### src/rtl/otp_rd_pkg.sv
package otp_rd_pkg;

  typedef enum logic [2:0] {
    ST_IDLE,
    ST_WAKE,
    ST_GAP,
    ST_READ,
    ST_DONE,
    ST_ERR1,
    ST_ERR2
  } rd_state_t;

  localparam logic [2:0] MODE_DIRECT_READ = 3'd1;

endpackage

### src/rtl/otp_rd_power.sv
module otp_rd_power #(
  parameter int IDLE_W = 10
) (
  input  logic              clk,
  input  logic              rst_n,
  input  logic              mode_rd,
  input  logic              accept,
  input  logic              quiet,
  input  logic [IDLE_W-1:0] lim,
  output logic              en
);

  logic              en_q;
  logic [IDLE_W-1:0] cnt_q;

  always_ff @(posedge clk or negedge rst_n) begin
    if (!rst_n) begin
      en_q  <= 1'b0;
      cnt_q <= '0;
    end else if (accept && mode_rd) begin
      en_q  <= 1'b1;
      cnt_q <= '0;
    end else if (!mode_rd && quiet) begin
      en_q  <= 1'b0;
      cnt_q <= '0;
    end else if (en_q && quiet && lim != '0) begin
      if (cnt_q >= lim) begin
        en_q  <= 1'b0;
        cnt_q <= '0;
      end else begin
        cnt_q <= cnt_q + 1'b1;
      end
    end
  end

  assign en = en_q;


  limit_zero_keeps_on_chk: assert property (@(posedge clk) disable iff (!rst_n)
    (en_q && mode_rd && lim == '0) |=> en_q);


  timeout_reached_chk: assert property (@(posedge clk) disable iff (!rst_n)
    ($fell(en_q) && $past(mode_rd)) |-> ($past(cnt_q) >= $past(lim)));

endmodule

### src/rtl/otp_rd_re_guard.sv
module otp_rd_re_guard (
  input  logic clk,
  input  logic rst_n,
  input  logic re,
  input  logic need2,
  output logic gap_need
);

  logic [1:0] low_q;

  always_ff @(posedge clk or negedge rst_n) begin
    if (!rst_n)            low_q <= 2'd3;
    else if (re)           low_q <= 2'd0;
    else if (low_q != 2'd3) low_q <= low_q + 2'd1;
  end

  assign gap_need = need2 && (low_q == 2'd0);


  re_low_time_chk: assert property (@(posedge clk) disable iff (!rst_n)
    ($rose(re) && need2) |-> (low_q >= 2'd2));

endmodule

### src/rtl/otp_rd_err_sticky.sv
module otp_rd_err_sticky (
  input  logic clk,
  input  logic rst_n,
  input  logic set,
  input  logic clr,
  output logic flag
);

  logic flag_q;

  always_ff @(posedge clk or negedge rst_n) begin
    if (!rst_n)   flag_q <= 1'b0;
    else if (set) flag_q <= 1'b1;
    else if (clr) flag_q <= 1'b0;
  end

  assign flag = flag_q;


  flag_source_chk: assert property (@(posedge clk) disable iff (!rst_n)
    $rose(flag_q) |-> $past(set));


  flag_sticky_chk: assert property (@(posedge clk) disable iff (!rst_n)
    (flag_q && !clr) |=> flag_q);

endmodule

### src/rtl/otp_rd_ctrl.sv
module otp_rd_ctrl
  import otp_rd_pkg::*;
#(
  parameter int DW     = 32,
  parameter int AW     = 14,
  parameter int IDLE_W = 10,
  parameter int WAKE_W = 8,
  parameter int RD_LAT = 2
) (
  input  logic              clk,
  input  logic              rst_n,
  input  logic [2:0]        cfg_mode,
  input  logic [IDLE_W-1:0] cfg_idle_lim,
  input  logic [WAKE_W-1:0] cfg_wake_dly,
  input  logic              cfg_fast_rd,
  input  logic              cfg_guard,
  input  logic              cfg_no_err_resp,
  input  logic              err_clr,
  input  logic              s_sel,
  input  logic              s_trans,
  input  logic [AW-1:0]     s_addr,
  output logic              s_ready,
  output logic              s_resp,
  output logic [DW-1:0]     s_rdata,
  output logic              m_en,
  output logic              m_re,
  output logic [AW-1:0]     m_addr,
  input  logic [DW-1:0]     m_rdata,
  input  logic              m_dbl_err,
  output logic              err_flag
);

  localparam int LAT_W = (RD_LAT > 1) ? $clog2(RD_LAT) : 1;
  localparam logic [LAT_W-1:0] LAT_LAST = LAT_W'(RD_LAT - 1);

  rd_state_t         state;
  logic [AW-1:0]     addr_q;
  logic [DW-1:0]     rdata_q;
  logic [WAKE_W-1:0] wake_q;
  logic [LAT_W-1:0]  lat_q;

  logic mode_rd, accept, quiet, last_rd, gap_need, en, err_set;

  assign mode_rd = (cfg_mode == MODE_DIRECT_READ);
  assign s_ready = (state == ST_IDLE) || (state == ST_DONE) || (state == ST_ERR2);
  assign s_resp  = (state == ST_ERR1) || (state == ST_ERR2);
  assign accept  = s_sel && s_trans && s_ready && !s_resp;
  assign quiet   = s_ready && !accept;
  assign last_rd = (state == ST_READ) && (lat_q == LAT_LAST);
  assign err_set = last_rd && m_dbl_err;

  always_ff @(posedge clk or negedge rst_n) begin
    if (!rst_n) begin
      state   <= ST_IDLE;
      addr_q  <= '0;
      rdata_q <= '0;
      wake_q  <= '0;
      lat_q   <= '0;
    end else begin
      unique case (state)
        ST_IDLE, ST_DONE: begin
          if (accept) begin
            addr_q <= s_addr;
            if (!mode_rd) begin
              rdata_q <= '0;
              state   <= ST_DONE;
            end else if (!en) begin
              wake_q <= cfg_wake_dly;
              state  <= ST_WAKE;
            end else if (gap_need) begin
              state <= ST_GAP;
            end else begin
              lat_q <= '0;
              state <= ST_READ;
            end
          end else begin
            state <= ST_IDLE;
          end
        end
        ST_WAKE: begin
          if (wake_q == '0) begin
            lat_q <= '0;
            state <= ST_READ;
          end else begin
            wake_q <= wake_q - 1'b1;
          end
        end
        ST_GAP: begin
          lat_q <= '0;
          state <= ST_READ;
        end
        ST_READ: begin
          if (lat_q == LAT_LAST) begin
            rdata_q <= m_rdata;
            if (m_dbl_err && !cfg_no_err_resp) state <= ST_ERR1;
            else                               state <= ST_DONE;
          end else begin
            lat_q <= lat_q + 1'b1;
          end
        end
        ST_ERR1: state <= ST_ERR2;
        ST_ERR2: state <= ST_IDLE;
        default: state <= ST_IDLE;
      endcase
    end
  end

  assign s_rdata = rdata_q;
  assign m_re    = (state == ST_READ);
  assign m_addr  = addr_q;
  assign m_en    = en;

  otp_rd_power #(.IDLE_W(IDLE_W)) u_power (
    .clk     (clk),
    .rst_n   (rst_n),
    .mode_rd (mode_rd),
    .accept  (accept),
    .quiet   (quiet),
    .lim     (cfg_idle_lim),
    .en      (en)
  );

  otp_rd_re_guard u_guard (
    .clk      (clk),
    .rst_n    (rst_n),
    .re       (m_re),
    .need2    (cfg_fast_rd && cfg_guard),
    .gap_need (gap_need)
  );

  otp_rd_err_sticky u_err (
    .clk   (clk),
    .rst_n (rst_n),
    .set   (err_set),
    .clr   (err_clr),
    .flag  (err_flag)
  );


  err_two_cycle_chk: assert property (@(posedge clk) disable iff (!rst_n)
    (s_resp && !s_ready) |=> (s_resp && s_ready));


  re_needs_enable_chk: assert property (@(posedge clk) disable iff (!rst_n)
    m_re |-> m_en);


  no_read_outside_mode_chk: assert property (@(posedge clk) disable iff (!rst_n)
    (accept && !mode_rd) |=> (s_ready && !m_re));

endmodule

### config.mk
export PLATFORM = sky130hd
export DESIGN_NAME = otp_rd_ctrl
export DESIGN_NICKNAME = d
export VERILOG_FILES = /design/src/rtl/otp_rd_pkg.sv /design/src/rtl/otp_rd_power.sv /design/src/rtl/otp_rd_re_guard.sv /design/src/rtl/otp_rd_err_sticky.sv /design/src/rtl/otp_rd_ctrl.sv
export SDC_FILE = /design/constraint.sdc
export NUM_CORES = 1
export LEC_CHECK = 0
export ABC_CLOCK_PERIOD_IN_PS = 4900
export BUFFER_PORTS_ARGS = -buffer_cell sky130_fd_sc_hd__buf_2
export CAP_MARGIN = 20
export CORE_ASPECT_RATIO = 2
export CORE_MARGIN = 2
export CORE_UTILIZATION = 54
export DETAILED_ROUTE_END_ITERATION = 8
export PLACE_DENSITY_LB_ADDON = 0.08
export SLEW_MARGIN = 20
export SYNTH_ARGS = -nofsm -noshare
export SYNTH_HDL_FRONTEND = slang
export SYNTH_SLANG_ARGS = --single-unit
### constraint.sdc
create_clock -name clk -period 4.9 [get_ports clk]
set_clock_uncertainty 0.2 [all_clocks]
set_input_delay 0.245 -clock clk [delete_from_list [all_inputs] [get_ports clk]]
set_output_delay 0.245 -clock clk [all_outputs]
set_load 0.02 [all_outputs]
; ---- After elaboration in Yosys (flattened, before gate mapping)
; Cells that the tools add are included.
[word_totals]
latchBits = 0
register_bits = 72
word_cells = 105
inputBits = 76
n_memories = 0
romBits = 0
out_inout_bits = 51
ramBits = 0
[op_classes]
mux = 36
multipliers = 0
div = 0
bitwise_logic = 0
eq_ne = 17
add_sub_neg = 4
magnitude_cmp = 1
reduce_logical = 38
n_shift = 0
[op_table]
columns = op, n
row1 = 32-bit 2-to-1 mux, 3
row2 = 32-bit case mux with 2 select lines, 1
row3 = 10-bit 2-to-1 mux, 4
row4 = 8-bit 2-to-1 mux, 4
row5 = 8-bit case mux with 2 select lines, 1
row6 = 3-bit case mux with 5 select lines, 1
row7 = 1-bit 2-to-1 mux, 14
row8 = 2-bit != test (second input constant), 7
row9 = 1-bit logical AND, 13
row10 = 3-bit 2-to-1 mux, 4
row11 = 10-bit by 1-bit adder with 10-bit output (second input constant), 1
row12 = 10-bit >= comparator, 1
row13 = 10-bit nonzero test, 1
row14 = 3-bit equality test (second input constant), 3
row15 = 8-bit logical NOT, 1
row16 = 2-bit nonzero test, 4
row17 = 8-bit by 1-bit subtractor with 8-bit output (second input constant), 1
row18 = 3-bit by 1-bit equality test with 1-bit output (second input constant), 2
row19 = 3-bit by 2-bit equality test with 1-bit output (second input constant), 2
row20 = 2-bit 2-to-1 mux, 3
row21 = 2-bit by 1-bit != test with 1-bit output (second input constant), 3
row22 = 2-bit AND reduction, 3
row23 = 6-bit AND reduction, 1
row24 = 3-bit nonzero test, 2
row25 = 11 further kinds, 16

; ---- Depth between registers and ports, before layout
[depth]
ltp_word = 12
depth_mapped = 10
depth_no_buf = 8

; ---- By module
; A second synthesis with hierarchy kept.
[hier_totals]
hier_cells = 333
area_unflattened_um2 = 3687.3
[modules_own_cells]
columns = module, cells_each, area_each_um2, n_inst, seq_area_each_um2
row1 = otp_rd_ctrl, 201, 2497.4, 1, 1451.4
row2 = otp_rd_power, 118, 1036.0, 1, 275.3
row3 = otp_rd_re_guard, 11, 117.6, 1, 52.6
row4 = otp_rd_err_sticky, 3, 36.3, 1, 25.0

; ---- Worst setup path before layout
; OpenSTA, ideal clock, no wires.
[synth_timing]
path_type = register -> register
start = register state[1]
end = register u_power.cnt_q[0]
n_path_buf = 2
setup_time_ns = 0.127
synth_period_minus_slack_ns = 2.168
arrival_ns = 1.840
stages_incl_launch_ff = 8
path_slack_ns = 2.732
t_required_ns = 4.573
cell_sequence = dfrtp_1 > buf_6 > nor4bb_1 > buf_4 > nand2b_1 > a21oi_1 > or4_4 > mux2_1
[synth_between]
elab_chain_len = 10
elab_cells_between_ends = 19
cone_classes = 3 x eq/ne / 2 x mux / 14 x reduce/logical
[synth_lines]
columns = item, line_no
row1 = from (decl), otp_rd_ctrl.sv:36  ; rd_state_t state;
row2 = from (signal assigned), otp_rd_ctrl.sv:54  ; state <= ST_IDLE;
row3 = from (signal assigned), otp_rd_ctrl.sv:66  ; state <= ST_DONE;
row4 = from (signal assigned), otp_rd_ctrl.sv:69  ; state <= ST_WAKE;
row5 = 3-bit equality test / 3-bit logical NOT (equally long branches), otp_rd_ctrl.sv:45  ; assign s_ready = (state == ST_IDLE) || (state == ST_DONE) || (state == ST_ERR2);
row6 = 1-bit logical OR (2 in a row), otp_rd_ctrl.sv:45
row7 = 1-bit logical AND (2 in a row), otp_rd_ctrl.sv:47  ; assign accept = s_sel && s_trans && s_ready && !s_resp;
row8 = 1-bit logical NOT, otp_rd_ctrl.sv:48  ; assign quiet = s_ready && !accept;
row9 = 1-bit logical AND, otp_rd_ctrl.sv:48
row10 = 1-bit logical AND (on tied branches), "otp_rd_power.sv:23, otp_rd_power.sv:26"
row11 = 10-bit 2-to-1 mux / 1-bit logical AND (equally long branches), "otp_rd_power.sv:23, otp_rd_power.sv:26"
row12 = 10-bit 2-to-1 mux / 3-bit nonzero test (equally long branches), -
row13 = to (signal assigned), otp_rd_power.sv:31  ; cnt_q <= cnt_q + 1'b1;
row14 = to (decl), otp_rd_power.sv:14  ; logic [IDLE_W-1:0] cnt_q;
; Parallel ways exist; a longest one is shown, timed or not.
; A chain may end at the register's enable or synchronous reset.

; ---- Worst setup path in the final report
[layout_timing]
start = register state[0]
end = register wake_q[0]
[layout_between]
elab_chain_len = 7
elab_cells_between_ends = 19
cone_classes = 8 x eq/ne / 1 x mux / 10 x reduce/logical
[layout_lines]
columns = item, line_no
row1 = 3-bit equality test / 3-bit logical NOT (equally long branches), "otp_rd_ctrl.sv:45, otp_rd_ctrl.sv:60"
row2 = 1-bit logical OR (2 in a row), otp_rd_ctrl.sv:45
row3 = 1-bit logical AND (2 in a row), otp_rd_ctrl.sv:47
row4 = 2-bit != test (no source line), -
row5 = 5-bit AND reduction (no source line), -
row6 = to (signal assigned), otp_rd_ctrl.sv:68  ; wake_q <= cfg_wake_dly;
row7 = to (signal assigned), otp_rd_ctrl.sv:85  ; wake_q <= wake_q - 1'b1;
row8 = to (decl), otp_rd_ctrl.sv:39  ; logic [WAKE_W-1:0] wake_q;
; Parallel ways exist; a longest one is shown, timed or not.

==> summary.txt <==
Yosys
  • Register bit total from synthesis: 72
  • Most common cell in the synthesized netlist: sky130_fd_sc_hd__nand2_1
  • Summed instance area of the synthesized netlist: 0.00364 mm²
  • Synth top cells by count: sky130_fd_sc_hd__nand2_1, sky130_fd_sc_hd__dfrtp_1, sky130_fd_sc_hd__o21ai_0
  • Seq/Total Area, Yosys: 0.496
  • Distinct cells, synth: 48
  • Number of enable-type register cells in the synthesized netlist: 0
  • Async S/R FF share, synth: 1.00
  • Per-instance average area after synthesis: 9.58 µm²
  • Post-synth top area cell: sky130_fd_sc_hd__dfrtp_1
  • Mux contribution to synthesized area: 0.0522
  • Largest cells by area after synthesis: sky130_fd_sc_hd__dfrtp_1, sky130_fd_sc_hd__nand2_1, sky130_fd_sc_hd__o21ai_0
  • Post-Syn Nets: 471
  • Simple-gate share of the synthesized area: 0.192
  • Post-synthesis share of cell area spent on xor and xnor gates: 0.00481
  • Count of synthesis-stage warnings from yosys: 0
  • Number of instances in the synthesized netlist: 380
  • Most used flip-flop cell after synthesis: sky130_fd_sc_hd__dfrtp_1
  • Dominant combinational cell family by area after synthesis: simple AND/OR/NAND/NOR gates
  • Adder and majority gate portion of the synthesized area: 0.0515
  • Area share of the leading cell type in the synthesized netlist: 0.481
  • Synthesized-area fraction occupied by ao, oa, aoi and oai cells: 0.158

GRT
  • Remaining global-route overflow: 0
  • Number of antenna violations at the first check in global routing: 0
  • Largest net degree at the start of global routing: 73
  • First-pass GRT wire length: 16500 µm
  • Total track usage: 0.305
  • Vias in the first global route: 3623

Run
  • Max Cap Viol: 0

Floorplan
  • Number of standard-cell rows in the floorplan: 42
  • Die area: 0.00745 mm²
  • Die extent in y: 120 µm
  • Core region area: 0.00657 mm²
  • Total I/O pin count: 127
  • Starting Density: 0.554
  • Die Wd: 62.1 µm

Timing
  • Worst setup margin: 2110 ps
  • Final worst hold slack: 12.6 ps
  • Final min period: 2790 ps
  • Final setup violation count: 0
  • Number of max-slew violations in the final report: 0
  • Slew Limit Headroom: 0.344
  • Transition time at the pin with the least slew margin: 979 ps
  • Crit share post-route: 0.569
  • FMAX: 359 MHz
  • Setup repair after global routing missed its margin: no
  • Fin. Hold Viols: 0
  • Setup Total Neg Slack: 0 ps

Routing
  • Remaining routing DRC violations: 0
  • Mean routed wirelength per cell: 16.1 µm
  • Total Routed Length: 10400 µm
  • Pre-Repair DR Iteration Count: 4
  • Via count of the routed design: 3446
  • Violation count after the first detailed-routing iteration: 178
  • Routed vias/inst: 5.33
  • Post-DRT Antenna Nets: 0

Clocking
  • Clk Latency, worst-skew pair: 330 ps
  • Post-CTS setup buffer count: 0
  • Reg clk slew, reported paths: 60 ps
  • CTS HTree Levels: 3
  • Cells resized by post-CTS repair: 0
  • Clock sinks: 72
  • Post-CTS Hold Buffers: 51
  • Max Root-Sink Buffers: 2
  • CTS Buf Count: 9
  • Root Buffer Master: sky130_fd_sc_hd__clkbuf_16
  • CTS tree: built

Placement
  • Routability Congestion: 0.822
  • Post-placement setup slack: 1860 ps
  • DP Area: 0.00433 mm²
  • Cell count after placement: 578
  • Count of buffers inserted at the top-level ports: 126
  • Post-DP HPWL: 6590 µm

Pwr
  • Clock network power share: 0.249
  • Total Power: 2.82 mW
  • Switching power as a share of total power: 0.394
  • Power per unit of standard cell area: 544 mW/mm²
  • Cell Int Power: 1.71 mW
  • Part of the power in combinational logic: 0.399
  • Switching power total: 1.11 mW
  • VDD IR max: 0.000362 V
  • Sequential power share: 0.352
  • Leakage: 2.60 nW

Critical path
  • Required time at the worst-slack endpoint: 4920 ps
  • Largest fanout of any net on the critical path: 17
  • Category of the worst setup path launch point: flop
  • Crit end category: flop
  • Arr. time, crit path: 2810 ps
  • CP Class: flop to flop

Layout
  • Post-route insts no fill: 646
  • Signed area change from the synthesized netlist to the final layout: 42.1%
  • Antenna diode instance count: 0
  • Final core occ: 0.787
  • Final Net Count: 644
  • Final instance area: 0.00517 mm²
  • Share of post-route cells with drive strength above 1: 0.310

Hold path
  • Type of the worst min-delay path: input pin to flop

Status
  • Status: completed
==> critical path, stage by stage (launching register included) <==
cell and delay (ps):
sky130_fd_sc_hd__dfrtp_1 690, sky130_fd_sc_hd__nor4bb_4 140, sky130_fd_sc_hd__clkbuf_8 220, sky130_fd_sc_hd__and2_1 250, sky130_fd_sc_hd__o31ai_2 800, sky130_fd_sc_hd__nor3_1 80
sky130_fd_sc_hd__a211o_1 290
==> layer usage <==
metal / routed length, µm / share of wire / GRT usage
met1: 3670 / 0.35 / 0.322
met2: 5820 / 0.56 / 0.525
met3: 525 / 0.050 / 0.0776
met4: 408 / 0.039 / 0.153
met5: 0 / 0 / 0
==> worst paths after layout <==
kind | depth (start not counted) | endpoint | from | slack [ps]
worst min-delay path | 3 | wake_q[7] | cfg_wake_dly[7] | 10
worst max register to register | 6 | wake_q[0] | state[0] | 2110
worst max-delay path | 6 | wake_q[0] | state[0] | 2110
min in group asynchronous | 3 | wake_q[1] | rst_n | 450
worst min register to register | 2 | s_rdata[2] | s_rdata[2] | 270
max in group asynchronous | 3 | u_power.cnt_q[2] | rst_n | 3460
==> cell usage in the layout, fill, tap and decap left out, types with 7 or more instances in the layout <==
cell | Yosys | routed
sky130_fd_sc_hd__inv_1 | 17 | 17
sky130_fd_sc_hd__mux2_2 | 15 | 15
sky130_fd_sc_hd__a22o_1 | 9 | 9
sky130_fd_sc_hd__clkbuf_16 | 0 | 9
sky130_fd_sc_hd__ha_1 | 15 | 15
sky130_fd_sc_hd__and3_1 | 7 | 7
sky130_fd_sc_hd__dfrtp_1 | 70 | 70
sky130_fd_sc_hd__o21ai_1 | 8 | 8
sky130_fd_sc_hd__o21ai_0 | 46 | 46
sky130_fd_sc_hd__nor2_1 | 20 | 20
sky130_fd_sc_hd__dlygate4sd3_1 | 0 | 51
sky130_fd_sc_hd__a21oi_1 | 18 | 17
sky130_fd_sc_hd__nor2b_1 | 10 | 10
sky130_fd_sc_hd__nand2_1 | 78 | 78
sky130_fd_sc_hd__buf_2 | 2 | 126
==> logic make-up after synthesis <==
kind of cell | Yosys count
xor gates and xnor gates | 2
AOI/OAI and AO/OA | 94
DFF | 72
muxes | 17
and+or+nand+nor | 144
buffers and inverters | 36
adders and majority gates | 15
==> power groups by stage <==
stage                     registers, mW  logic, mW  clock network (mW)
after floorplan                    1.12      0.619                   0
after detailed placement          0.991       1.08                   0
after global placement            0.981       1.05                   0
final                             0.990       1.12               0.701
after CTS                         0.984       1.11               0.712
after global routing               1.02       1.24               0.735
==> final cells by class <==
type | instances | area, µm²
inverter | 17 | 63.8
timing repair buffer | 181 | 1180
fill | 427 | 1400
clock buffer | 10 | 239
multi-input combinational | 272 | 1700
tap | 88 | 110
sequential | 72 | 1800
clock inverter | 6 | 82.6
==> state kept, by name, summed over array words and instances (netlist names) <==
register	flops
u_guard.low_q	2
u_power.en	1
s_rdata	32
u_err.flag	1
lat_q	1
wake_q	8
u_power.cnt_q	10
m_addr	14
state	3
Note: power is estimated with default switching activity, not from simulation.
